**src/rtl/dly_pkg.sv**
```systemverilog
// Package: shared types and helpers for the triggered delay generator.
// Assumes count widths no larger than DLY_MAX_W bits.
package dly_pkg;

    localparam int unsigned DLY_MAX_W = 16;

    typedef enum logic {
        ARM_IDLE = 1'b0,
        ARM_BUSY = 1'b1
    } arm_state_t;

    // Resolve a raw count of width w: zero stands for the full range 2^w.
    function automatic logic [DLY_MAX_W:0] full_count(
        input logic [DLY_MAX_W-1:0] raw,
        input int unsigned          w
    );
        logic [DLY_MAX_W:0] res;
        if (raw == '0) begin
            res = '0;
            res[w] = 1'b1;
        end else begin
            res = {1'b0, raw};
        end
        return res;
    endfunction

endpackage

```
**src/rtl/dly_trig_arm.sv**
```systemverilog
// Trigger arming: detects rising edges of the trigger and holds the busy
// latch from acceptance until the terminal event. Edges that arrive while
// the latch is set are dropped. Assumes trig_in is already synchronous.
module dly_trig_arm (
    input  logic clk,
    input  logic rst_n,
    input  logic trig_in,
    input  logic term,
    output logic accept,
    output logic busy
);
    import dly_pkg::*;

    logic       trig_q;
    arm_state_t state;

    // Edge seen while idle is accepted.
    assign accept = trig_in && !trig_q && (state == ARM_IDLE);
    assign busy   = (state == ARM_BUSY);

    // Remember the previous trigger level for edge detection.
    always_ff @(posedge clk) begin
        if (!rst_n) trig_q <= 1'b0;
        else        trig_q <= trig_in;
    end

    // Busy latch: set on acceptance, cleared by the terminal event.
    always_ff @(posedge clk) begin
        if (!rst_n) begin
            state <= ARM_IDLE;
        end else begin
            case (state)
                ARM_IDLE: if (accept) state <= ARM_BUSY;
                ARM_BUSY: if (term)   state <= ARM_IDLE;
                default:              state <= ARM_IDLE;
            endcase
        end
    end

endmodule

```
**src/rtl/dly_tick_gen.sv**
```systemverilog
// Gated tick source: a clock-enable divider that runs only while busy and
// restarts on acceptance. The first tick comes TICK_DIV cycles after the
// acceptance edge. Assumes TICK_DIV >= 1.
module dly_tick_gen #(
    parameter int unsigned TICK_DIV = 4
) (
    input  logic clk,
    input  logic rst_n,
    input  logic run,
    input  logic restart,
    output logic tick
);
    generate
        if (TICK_DIV == 1) begin : g_direct
            // Every running cycle is a tick.
            assign tick = run;
        end else begin : g_div
            localparam int unsigned DIV_W = $clog2(TICK_DIV);
            localparam logic [DIV_W-1:0] LAST = DIV_W'(TICK_DIV - 1);

            logic [DIV_W-1:0] phase;

            assign tick = run && (phase == LAST);

            // Phase counter, restarted in step with the accepted trigger.
            always_ff @(posedge clk) begin
                if (!rst_n)          phase <= '0;
                else if (restart)    phase <= '0;
                else if (run) begin
                    if (phase == LAST) phase <= '0;
                    else               phase <= phase + 1'b1;
                end
            end
        end
    endgenerate

endmodule

```
**src/rtl/dly_preset_counter.sv**
```systemverilog
// Preset tick counter: loads {FIXED_HI, preset_lo} on acceptance and counts
// ticks down. The tick that finds one left is the terminal event, which
// also reloads the counter. A zero preset gives 2^CNT_W ticks.
module dly_preset_counter #(
    parameter int unsigned CNT_W    = 8,
    parameter int unsigned SET_W    = 4,
    parameter logic [CNT_W-SET_W-1:0] FIXED_HI = '0
) (
    input  logic             clk,
    input  logic             rst_n,
    input  logic             load,
    input  logic             tick,
    input  logic [SET_W-1:0] preset_lo,
    output logic             term
);
    import dly_pkg::*;

    localparam int unsigned REM_W = CNT_W + 1;

    logic [CNT_W-1:0]   raw;
    logic [REM_W-1:0]   load_val;
    logic [DLY_MAX_W:0] resolved;
    logic [REM_W-1:0]   remain;

    // Compose the count from the fixed high bits and the user bits.
    always_comb begin
        raw      = {FIXED_HI, preset_lo};
        resolved = full_count(DLY_MAX_W'(raw), CNT_W);
        load_val = resolved[REM_W-1:0];
    end

    assign term = tick && (remain == REM_W'(1));

    // Load on acceptance, reload at terminal count, otherwise count ticks.
    always_ff @(posedge clk) begin
        if (!rst_n)             remain <= '0;
        else if (load || term)  remain <= load_val;
        else if (tick)          remain <= remain - 1'b1;
    end

endmodule

```
**src/rtl/dly_coinc_sampler.sv**
```systemverilog
// Coincidence samplers: one flop per channel captures its gate on the
// terminal event and holds the result until the next one.
module dly_coinc_sampler #(
    parameter int unsigned NCH = 2
) (
    input  logic           clk,
    input  logic           rst_n,
    input  logic           strobe,
    input  logic [NCH-1:0] gate_in,
    output logic [NCH-1:0] coinc
);
    generate
        for (genvar ch = 0; ch < NCH; ch++) begin : g_ch
            // Capture this channel's gate on the delayed edge.
            always_ff @(posedge clk) begin
                if (!rst_n)      coinc[ch] <= 1'b0;
                else if (strobe) coinc[ch] <= gate_in[ch];
            end
        end
    endgenerate

endmodule

```
**src/rtl/trig_delay_gen.sv**
```systemverilog
// Top: triggered counting delay generator with coincidence stage.
// Assumes all inputs are synchronous to clk; reset is synchronous active-low.
module trig_delay_gen #(
    parameter int unsigned CNT_W    = 8,
    parameter int unsigned SET_W    = 4,
    parameter logic [CNT_W-SET_W-1:0] FIXED_HI = '0,
    parameter int unsigned TICK_DIV = 4,
    parameter int unsigned NCH      = 2
) (
    input  logic             clk,
    input  logic             rst_n,
    input  logic             trig_in,
    input  logic [SET_W-1:0] preset_lo,
    input  logic [NCH-1:0]   gate_in,
    output logic             delayed_out,
    output logic             busy,
    output logic [NCH-1:0]   coinc_out
);
    logic accept;
    logic tick;
    logic term;

    dly_trig_arm i_arm (
        .clk     (clk),
        .rst_n   (rst_n),
        .trig_in (trig_in),
        .term    (term),
        .accept  (accept),
        .busy    (busy)
    );

    dly_tick_gen #(.TICK_DIV(TICK_DIV)) i_tick (
        .clk     (clk),
        .rst_n   (rst_n),
        .run     (busy),
        .restart (accept),
        .tick    (tick)
    );

    dly_preset_counter #(
        .CNT_W    (CNT_W),
        .SET_W    (SET_W),
        .FIXED_HI (FIXED_HI)
    ) i_cnt (
        .clk       (clk),
        .rst_n     (rst_n),
        .load      (accept),
        .tick      (tick),
        .preset_lo (preset_lo),
        .term      (term)
    );

    dly_coinc_sampler #(.NCH(NCH)) i_coinc (
        .clk     (clk),
        .rst_n   (rst_n),
        .strobe  (term),
        .gate_in (gate_in),
        .coinc   (coinc_out)
    );

    // Register the terminal event as the one-cycle delayed pulse.
    always_ff @(posedge clk) begin
        if (!rst_n) delayed_out <= 1'b0;
        else        delayed_out <= term;
    end

endmodule

```
**config.mk**
```make
export PLATFORM = sky130hd
export DESIGN_NAME = trig_delay_gen
export DESIGN_NICKNAME = d
export VERILOG_FILES = /design/src/rtl/dly_pkg.sv /design/src/rtl/dly_trig_arm.sv /design/src/rtl/dly_tick_gen.sv /design/src/rtl/dly_preset_counter.sv /design/src/rtl/dly_coinc_sampler.sv /design/src/rtl/trig_delay_gen.sv
export SDC_FILE = /design/constraint.sdc
export NUM_CORES = 1
export LEC_CHECK = 0
export BUFFER_PORTS_ARGS = -buffer_cell sky130_fd_sc_hd__buf_4
export CORE_UTILIZATION = 40
export CTS_CLUSTER_DIAMETER = 60
export DETAILED_ROUTE_END_ITERATION = 16
export PLACE_DENSITY = 0.65
export SYNTH_ARGS = -nofsm -noshare
export SYNTH_HDL_FRONTEND = slang
export SYNTH_SLANG_ARGS = --single-unit
```
**constraint.sdc**
```tcl
create_clock -name clk -period 1.93 [get_ports clk]
set_input_delay 0.2895 -clock clk [delete_from_list [all_inputs] [get_ports clk]]
set_output_delay 0.2895 -clock clk [all_outputs]
set_load 0.05 [all_outputs]
```
# After elaboration in Yosys (flattened, before gate mapping)
# Index checks and enable logic that the tools add are counted.
dict set report totals {
  regBits 16
  wordCells 29
  input_bits 9
  output_inout_bits 4
}
dict set report classes {
  n_bitwise 2
  n_eq_ne 2
  n_addsub 2
  mux 7
  reduce_logical 9
}
# cell count
set op_table {}
lappend op_table {{$mux W9} 3}
lappend op_table {{$eq A9 B1 Y1 const B} 1}
lappend op_table {{$sub A9 B1 Y9 const B} 1}
lappend op_table {{$logic_and A1 B1 Y1} 4}
lappend op_table {{$logic_not A4 Y1} 1}
lappend op_table {{$add A2 B1 Y2 const B} 1}
lappend op_table {{$eq A2 B2 Y1 const B} 1}
lappend op_table {{$mux W1} 2}
lappend op_table {{$mux W2} 1}
lappend op_table {{$not A1 Y1} 2}
lappend op_table {{$pmux W1 S2} 1}
lappend op_table {{$reduce_bool A2 Y1} 1}
lappend op_table {{$reduce_or A2 Y1} 1}
lappend op_table {{$logic_not A1 Y1} 1}
lappend op_table {{$logic_or A1 B1 Y1} 1}

# Longest topological paths before layout
# Gate-level depths: netlist (run 1).
dict set report depth {
  ltp_word 5
  ltp_mapped 6
}

# By module
# A second synthesis (run 1) with hierarchy kept.
dict set report hier_totals {
  cells_unflattened 90
  area_unflattened_um2 817.0
}
# module area_per_inst_um2 instances seq_area_each_um2 cells_per_inst
set by_module_without_submodules {}
lappend by_module_without_submodules {dly_preset_counter 543.0 1 180.2 66}
lappend by_module_without_submodules {dly_tick_gen 102.6 1 40.0 10}
lappend by_module_without_submodules {dly_coinc_sampler 72.6 1 40.0 6}
lappend by_module_without_submodules {dly_trig_arm 72.6 1 40.0 6}
lappend by_module_without_submodules {trig_delay_gen 26.3 1 20.0 2}

# Least setup slack after synthesis (run 1)
# Ideal clock, no wire load.
dict set report synth_path {
  path_kind {reg-to-reg}
  start {register i_arm.state, in the netlist i_arm.busy}
  end {register i_cnt.remain[7]}
  path_stages_with_launch 7
  arrival_ns 1.847
  required_ns 1.813
  synth_period_minus_slack_ns 1.964
  slack_ns -0.034
  cell_sequence {dfxtp_1 -> buf_2 -> or3b_1 -> clkbuf_1 -> a2111oi_1 -> xnor2_1 -> nor2_1}
}
dict set report synth_via {
  elab_chain_len 4
}
# item line
set synth_lines {}
lappend synth_lines {{start, declared} dly_trig_arm.sv:15} ;# arm_state_t state;
lappend synth_lines {{start signal, assigned} dly_trig_arm.sv:30} ;# state <= ARM_IDLE;
lappend synth_lines {{start signal, assigned} dly_trig_arm.sv:33} ;# ARM_IDLE: if (accept) state <= ARM_BUSY;
lappend synth_lines {{start signal, assigned} dly_trig_arm.sv:34} ;# ARM_BUSY: if (term) state <= ARM_IDLE;
lappend synth_lines {{$logic_and A1 B1 Y1 or $not A1 Y1 (tied branches)} {dly_tick_gen.sv:23, dly_trig_arm.sv:18}}
lappend synth_lines {{$logic_and A1 B1 Y1, on equally long branches} {dly_preset_counter.sv:32, dly_trig_arm.sv:18}}
lappend synth_lines {{$logic_or A1 B1 Y1} dly_preset_counter.sv:37} ;# else if (load || term) remain <= load_val;
lappend synth_lines {{$mux W9 or $reduce_bool A2 Y1 (tied branches)} --}
lappend synth_lines {{end signal, assigned} dly_preset_counter.sv:37}
lappend synth_lines {{end signal, assigned} dly_preset_counter.sv:38} ;# else if (tick) remain <= remain - 1'b1;
lappend synth_lines {{end, declared} dly_preset_counter.sv:23} ;# logic [REM_W-1:0] remain;
# Parallel ways exist; a longest one is shown, timed or not.
# A chain may end at the register's enable or synchronous reset.

# Worst setup path in the final report (run 1)
dict set report layout_path {
  start {register i_cnt.remain[4]}
  end {register i_cnt.remain[8]}
}
dict set report layout_via {
  elab_chain_len 4
}
# item
set layout_lines {}
lappend layout_lines {{branches (longest 4 deep; another with $sub A9 B1 Y9)}}
# Parallel ways; which one is timed is not known. The select of a mux whose other input is x is not followed.

==> results of run 1 <==
critical path, stage by stage (launching register included):
cell and delay, ns:
dfxtp_1 0.32, or4_4 0.57, or4_1 0.53, a41oi_2 0.20, o221a_1 0.19
power breakdown:
part	internal [mW]	switching [mW]	leakage, nW
combinational	0.0865	0.0922	0.273
sequential	0.349	0.0146	0.131
clock	0.115	0.105	0.0210
total	0.551	0.212	0.425
through the flow:
step	instances	hold WS [ns]
6_report	141	0.2119
5_1_grt	141	0.2056
4_1_cts	141	0.2065
3_5_place_dp	137	0.4430
3_3_place_gp	137	0.4369
2_1_floorplan	93	0.4112
sequential cells by signal (all words and copies together) (netlist names):
name                flops
i_tick.g_div.phase      2
i_coinc.coinc           2
i_arm.busy              1
i_cnt.remain            9
delayed_out             1
i_arm.trig_q            1
cells in the final DEF (no fill, tap or decap), types with 2 or more instances in the layout:
cell type,n
a21boi_1,3
and2_1,2
buf_4,21
clkbuf_4,3
dfxtp_1,16
ha_1,3
inv_1,3
mux2i_1,3
nand2_1,9
nor2_1,10
nor4_1,3
o21ai_0,3
o21ai_1,3
or2_2,2
or4_1,3
or4_4,2
xnor2_1,4
logic make-up (layout without fill, tap and decap cells):
family,after synthesis,after routing,synth area share [%]
fa+ha+maj,3,3,4.567
simple gates,39,39,26.03
mux,3,3,3.653
buf+inv,7,28,3.348
compound gates,21,21,19.18
xor+xnor,4,4,4.261
flops,16,16,38.97
timing repair:
| item | in CTS | in global routing |
|---|---|---|
| resized for setup | 0 | 3 |
| hold endpoints to repair | 0 | 0 |
| setup endpoints to repair | 0 | 3 |
worst max path at each step:
stage,endpoint,from,depth (start not counted)
floorplan,i_cnt.remain[7],i_arm.busy,6
global placement,i_cnt.remain[8],i_cnt.remain[1],6
detailed placement,i_cnt.remain[8],i_cnt.remain[1],6
CTS,i_cnt.remain[8],i_cnt.remain[1],6
global route,i_cnt.remain[8],i_cnt.remain[1],6
finish,i_cnt.remain[8],i_cnt.remain[4],4
layer usage:
metal / wire length, um / vias up / GRT usage, %
li1: - / 384 / -
met1: 789 / 332 / 23.73
met2: 859 / 16 / 29.86
met3: 91 / 4 / 8.077
met4: 13 / 0 / 4.000
met5: 0 / - / 0
layout make-up:
cell class / instances / area [sq um]
clock buffers: 4 / 36.28
fillers: 198 / 893.4
inverters: 3 / 11.26
multi-input cells: 70 / 489.2
flip-flops and latches: 16 / 320.3
well taps: 27 / 33.78
repair buffers: 21 / 157.7
==> reports/qor.csv, run 1 <==
stage;metric;value;unit
final_layout;final instance area;0.001049;sq mm
yosys;post-synth top area share;38.96;%
timing;Final Hold Fails;0;
timing;Tcrit/Tclk final;96.49;%
timing;max-slew violation count;0;
routing;number of nets with antenna violations after routing;0;
floorplanning;Die H;47.34;um
placed_design;Final GP Congestion;0.7960;
floorplanning;die area;0.002241;sq mm
final_layout;share of cells above drive strength 1;28.07;%
final_layout;nets@finish;127;
floorplanning;row count;16;
global_routing;vias in the first global route;695;
floorplanning;Die Wd;47.34;um
clock_tree;CTS tree;done;
routing;number of iterations in the first detailed-routing pass;4;
routing;total number of vias;736;
yosys;most instantiated library cell after synthesis;dfxtp_1;
global_routing;Tot GR Track Use;18.84;%
yosys;Cells after Synth;93;
yosys;async set or reset register ratio after synthesis;0;%
yosys;synthesized net count;105;
yosys;yosys warns;0;
run_status;outcome;completed;
yosys;sequential area share after synthesis;38.96;%
hold_path;WHS Endpoint;i_arm.trig_q;
worst_setup_path;Worst Setup Start Kind;flip-flop;
worst_setup_path;RR Startpoint;i_cnt.remain[4];
clock_tree;Hold-fix buffers, CTS;0;
worst_setup_path;r2r endpoint;i_cnt.remain[8];
final_layout;n_diodes;0;
worst_setup_path;Worst EP required;2.17;ns
clock_tree;Worst-Skew Late Latency;0.29;ns
hold_path;Hold WC Path Type;in -> reg;
clock_tree;CTS H-tree depth;1;
floorplanning;Placeable Area;0.001942;sq mm
hold_path;Min-Delay Path Depth;2;
yosys;ranking of synthesized cells by area;dfxtp_1 39%, ha_1 4.6%, nor2_1 4.6%;
clock_tree;Num Clock Sinks;16;
placed_design;Area after DPL;997.2;sq um
timing;Fmax;537.0;MHz
routing;DR iter-0 viols;4;
worst_setup_path;Worst Path Max Fanout;6;
placed_design;# port buffers;12;
timing;Tightest Pin Transition;0.4712;ns
yosys;syn_area_per_cell;8.839;sq um
power_and_ir_drop;LEAKAGE;0.4246;nW
worst_setup_path;R2R Setup Slk;0.07;ns
timing;worst setup margin;0.06777;ns
clock_tree;worst-case clock buffer depth;2;
hold_path;hold_sp;trig_in;
routing;routed wire length per instance;12.43;um
yosys;synthesis-stage register bit count;16;
worst_setup_path;R2R depth;4;
placed_design;Detailed Place HPWL;1.277;mm
clock_tree;Root Buffer;clkbuf_4;
yosys;Most used DFF post-synth;dfxtp_1;
timing;endpoints failing setup;0;
yosys;Synth Cell Area;822.0;sq um
timing;Fin Setup TNS;0;ns
routing;vias per inst;5.220;
yosys;synth cell count leaders;16 x dfxtp_1, 10 x nor2_1, 9 x nand2_1, 4 x xnor2_1;
floorplanning;Initial Util;42.33;%
yosys;Yosys cell types;36;
global_routing;largest net degree at the start of global routing;15;
power_and_ir_drop;power per cell area;727.8;mW/mm^2
worst_setup_path;Critical Path Sink Type;flip-flop;
routing;drt drc;0;
global_routing;initial antenna violation count;0;
power_and_ir_drop;Power, Total;763.1;uW
worst_setup_path;Arr. time, crit path;2.10;ns
global_routing;total gr overflow;0;
clock_tree;postcts setup bufs;0;
final_layout;synth-to-layout area growth;27.55;%
yosys;number of synthesized flops with an enable pin;0;
power_and_ir_drop;VDD IR max;441.0;uV
final_layout;final core occ;53.99;%
routing;Routed WL;1.753;mm
run;max cap viols;0;
worst_setup_path;type of the worst setup path;reg -> reg;
timing;Setup Skew;0.005598;ns
placed_design;dpl ws;0.03674;ns
clock_tree;CTS buffer count;3;
global_routing;first-pass GRT wire length;2.884;mm
floorplanning;number of primary I/O pins;13;
yosys;Synth area leader;dfxtp_1;
timing;relative slew slack;68.52;%
timing;crit path time final;1.862;ns
clock_tree;CTS clk-pin slew, worst paths;0.09;ns
(Power assumes the default switching activity.)
==> run 2: changes to the inputs <==
==> constraint.sdc (replaced) <==
create_clock -name clk -period 1.6 [get_ports clk]
set_input_delay 0.24 -clock clk [delete_from_list [all_inputs] [get_ports clk]]
set_output_delay 0.24 -clock clk [all_outputs]
set_load 0.05 [all_outputs]
==> run 2 against run 1 <==
The run now ends with setup timing left. Cell count rose by 8.5%. Clock skew increased by 0.0040 ns. Hold slack worse by 0.050 ns. Worst setup slack got worse by 0.28 ns. Clock power increased by 5%. Count of clock-buffer cells in the layout is the same. First-iteration DRC count grew to 5.8 times the previous value. Largest cell class unchanged.
==> reports/qor.csv, run 2 (same netlist as run 1, synthesis figures left out) <==
stage;metric;value;unit;change
global_routing;vias in the first global route;694;;was 695
timing;max-slew violation count;0;;unchanged
timing;Fmax;552.4;MHz;was 537.0 MHz
final_layout;multi-input combinational cell area;575.6;sq um;was 489.2 sq um
power_and_ir_drop;combinational fraction of design power;31.4;%;was 23.4%
floorplanning;Die Wd;47.34;um;unchanged
final_layout;Largest Register;i_cnt.remain;;unchanged
routing;routed wire length per instance;13.01;um;was 12.43 um
worst_setup_path;R2R Setup Slk;-0.21;ns;was 0.07 ns
power_and_ir_drop;Pint;686.7;uW;was 550.8 uW
clock_tree;CTS clk-pin slew, worst paths;0.10;ns;was 0.09 ns
final_layout;most frequent cells in the layout;32 x buf_4, 11 x dfxtp_1, 7 x nor2_1;;was 21 x buf_4, 16 x dfxtp_1, 10 x nor2_1
final_layout;Reg area;329.1;sq um;was 320.3 sq um
clock_tree;CTS buffer count;3;;unchanged
routing;vias per inst;5.458;;was 5.220
timing;Tcrit/Tclk final;113.1;%;was 96.49%
floorplanning;Placeable Area;0.001942;sq mm;unchanged
worst_setup_path;Critical Path Sink Type;flip-flop;;unchanged
worst_setup_path;CP startpoint;i_cnt.remain[5];;was i_cnt.remain[4]
timing;Final Hold Fails;0;;unchanged
placed_design;dpl ws;-0.1968;ns;was 0.03674 ns
clock_tree;Worst-Skew Late Latency;0.29;ns;about the same
timing;endpoints failing setup;12;;was 0
global_routing;largest net degree at the start of global routing;15;;unchanged
timing;crit path time final;1.810;ns;was 1.862 ns
power_and_ir_drop;VDD IR max;515.2;uV;was 441.0 uV
hold_path;hold_sp;trig_in;;unchanged
run_status;violated checks;setup timing;;
power_and_ir_drop;Sw Share;29.81;%;was 27.82%
final_layout;biggest regs;i_cnt.remain x9, i_coinc.coinc x2, i_tick.g_div.phase x2;;unchanged
floorplanning;Initial Util;42.33;%;unchanged
timing;Setup Skew;0.009612;ns;was 0.005598 ns
power_and_ir_drop;Sequential Power Share;45.0;%;was 47.7%
global_routing;Tot GR Track Use;19.84;%;was 18.84%
worst_setup_path;Worst EP required;1.84;ns;was 2.17 ns
timing;unrepaired setup endpoints after global routing;yes;;
power_and_ir_drop;sw power;291.7;uW;was 212.2 uW
clock_tree;Root Buffer;clkbuf_4;;unchanged
final_layout;FILL cells;171;;was 198
floorplanning;Die H;47.34;um;unchanged
clock_tree;Num Clock Sinks;16;;unchanged
timing;Tightest Pin Transition;0.2914;ns;was 0.4712 ns
clock_tree;CTS H-tree depth;1;;unchanged
power_and_ir_drop;LEAKAGE;0.4857;nW;was 0.4246 nW
clock_tree;CTS tree;done;;unchanged
hold_path;Hold WC Path Type;in -> reg;;unchanged
timing;Fin Setup TNS;-0.9737;ns;was 0 ns
placed_design;# port buffers;12;;unchanged
final_layout;commonest non-fill, non-tap cell in the layout;buf_4;;unchanged
routing;number of nets with antenna violations after routing;0;;unchanged
final_layout;max FFs per register;9;;unchanged
run_status;outcome;complete, but fails checks;;was completed
final_layout;nets@finish;139;;was 127
global_routing;first-pass GRT wire length;3.070;mm;was 2.884 mm
routing;number of iterations in the first detailed-routing pass;4;;unchanged
hold_path;WHS Endpoint;i_arm.trig_q;;unchanged
power_and_ir_drop;Power, Total;978.4;uW;was 763.1 uW
routing;DR iter-0 viols;23;;was 4
clock_tree;Hold-fix buffers, CTS;0;;unchanged
power_and_ir_drop;power per cell area;797.1;mW/mm^2;was 727.8 mW/mm^2
hold_path;Min-Delay Path Depth;2;;unchanged
worst_setup_path;type of the worst setup path;reg -> reg;;unchanged
worst_setup_path;Arr. time, crit path;2.05;ns;was 2.10 ns
final_layout;n_diodes;0;;unchanged
global_routing;total gr overflow;0;;unchanged
timing;relative slew slack;80.39;%;was 68.52%
timing;worst setup margin;-0.2102;ns;was 0.06777 ns
worst_setup_path;RR Startpoint;i_cnt.remain[5];;was i_cnt.remain[4]
routing;Routed WL;1.991;mm;was 1.753 mm
floorplanning;row count;16;;unchanged
final_layout;share of cells above drive strength 1;51.59;%;was 28.07%
power_and_ir_drop;power share of the clock group;23.5;%;was 28.9%
global_routing;initial antenna violation count;0;;unchanged
placed_design;Final GP Congestion;0.7528;;was 0.7960
worst_setup_path;Worst Path Max Fanout;5;;was 6
worst_setup_path;R2R depth;4;;unchanged
floorplanning;die area;0.002241;sq mm;unchanged
clock_tree;worst-case clock buffer depth;2;;unchanged
routing;drt drc;0;;unchanged
routing;total number of vias;835;;was 736
worst_setup_path;r2r endpoint;i_cnt.remain[8];;unchanged
placed_design;Detailed Place HPWL;1.489;mm;was 1.277 mm
run;max cap viols;0;;unchanged
final_layout;synth-to-layout area growth;49.32;%;was 27.55%
floorplanning;number of primary I/O pins;13;;unchanged
worst_setup_path;Worst Setup Start Kind;flip-flop;;unchanged
-- run 2: worst max-delay path by stage --
| stage | end | cells after the start |
|---|---|---|
| after CTS | i_cnt.remain[8] | 6 |
| after global placement | i_cnt.remain[8] | 6 |
| after global routing | i_cnt.remain[8] | 4 |
| after detailed placement | i_cnt.remain[8] | 6 |
| final | i_cnt.remain[8] | 4 |
| after floorplan | i_cnt.remain[8] | 6 |
-- run 2: power by group through the flow --
stage                     Sequential [mW]  Combinational [mW]  Clock (mW)
final                               0.441               0.308       0.230
after global routing                0.443               0.334       0.256
after CTS                           0.439               0.302       0.232
after detailed placement            0.447               0.263           0
after global placement              0.446               0.259           0
after floorplan                     0.456               0.154           0
-- run 2: repair_timing --
action,4_1_cts,5_1_grt
pin swaps,10,13
setup buffers,1,0
endpoints found under the setup margin,12,12
gates resized for setup,7,12
-- run 2: final cells by class --
class,instances,share of cell area (%)
repair buffers,33,20.49
clock buffers,4,2.141
multi-input cells,70,46.89
well taps,27,2.752
inverters,3,0.9174
flip-flops and latches,16,26.81
-- run 2: through the flow --
step | hold slack (ns) | util, % | instance area, sq um | std cells
after detailed placement | 0.4451 | 57.73 | 1121 | 148
after CTS | 0.1572 | 61.79 | 1200 | 153
after floorplan | 0.3617 | - | 875.8 | 93
final | 0.1618 | 63.21 | 1227 | 153
after global placement | 0.4538 | 57.73 | 1121 | 148
after global routing | 0.1581 | 63.21 | 1227 | 153
-- run 2: per-layer routing --
layer,global-route usage [%],part of all wire (%)
met5,0,0
met4,6.857,0.65
met3,3.462,4.9
met2,33.70,52
met1,25.06,42
-- run 2: worst max-delay path, cell delays in order, from the launching register on --
cell and delay [ns]:
dfxtp_2 0.33, or4_4 0.57, or4_4 0.50, a41oi_2 0.18, o221a_1 0.19
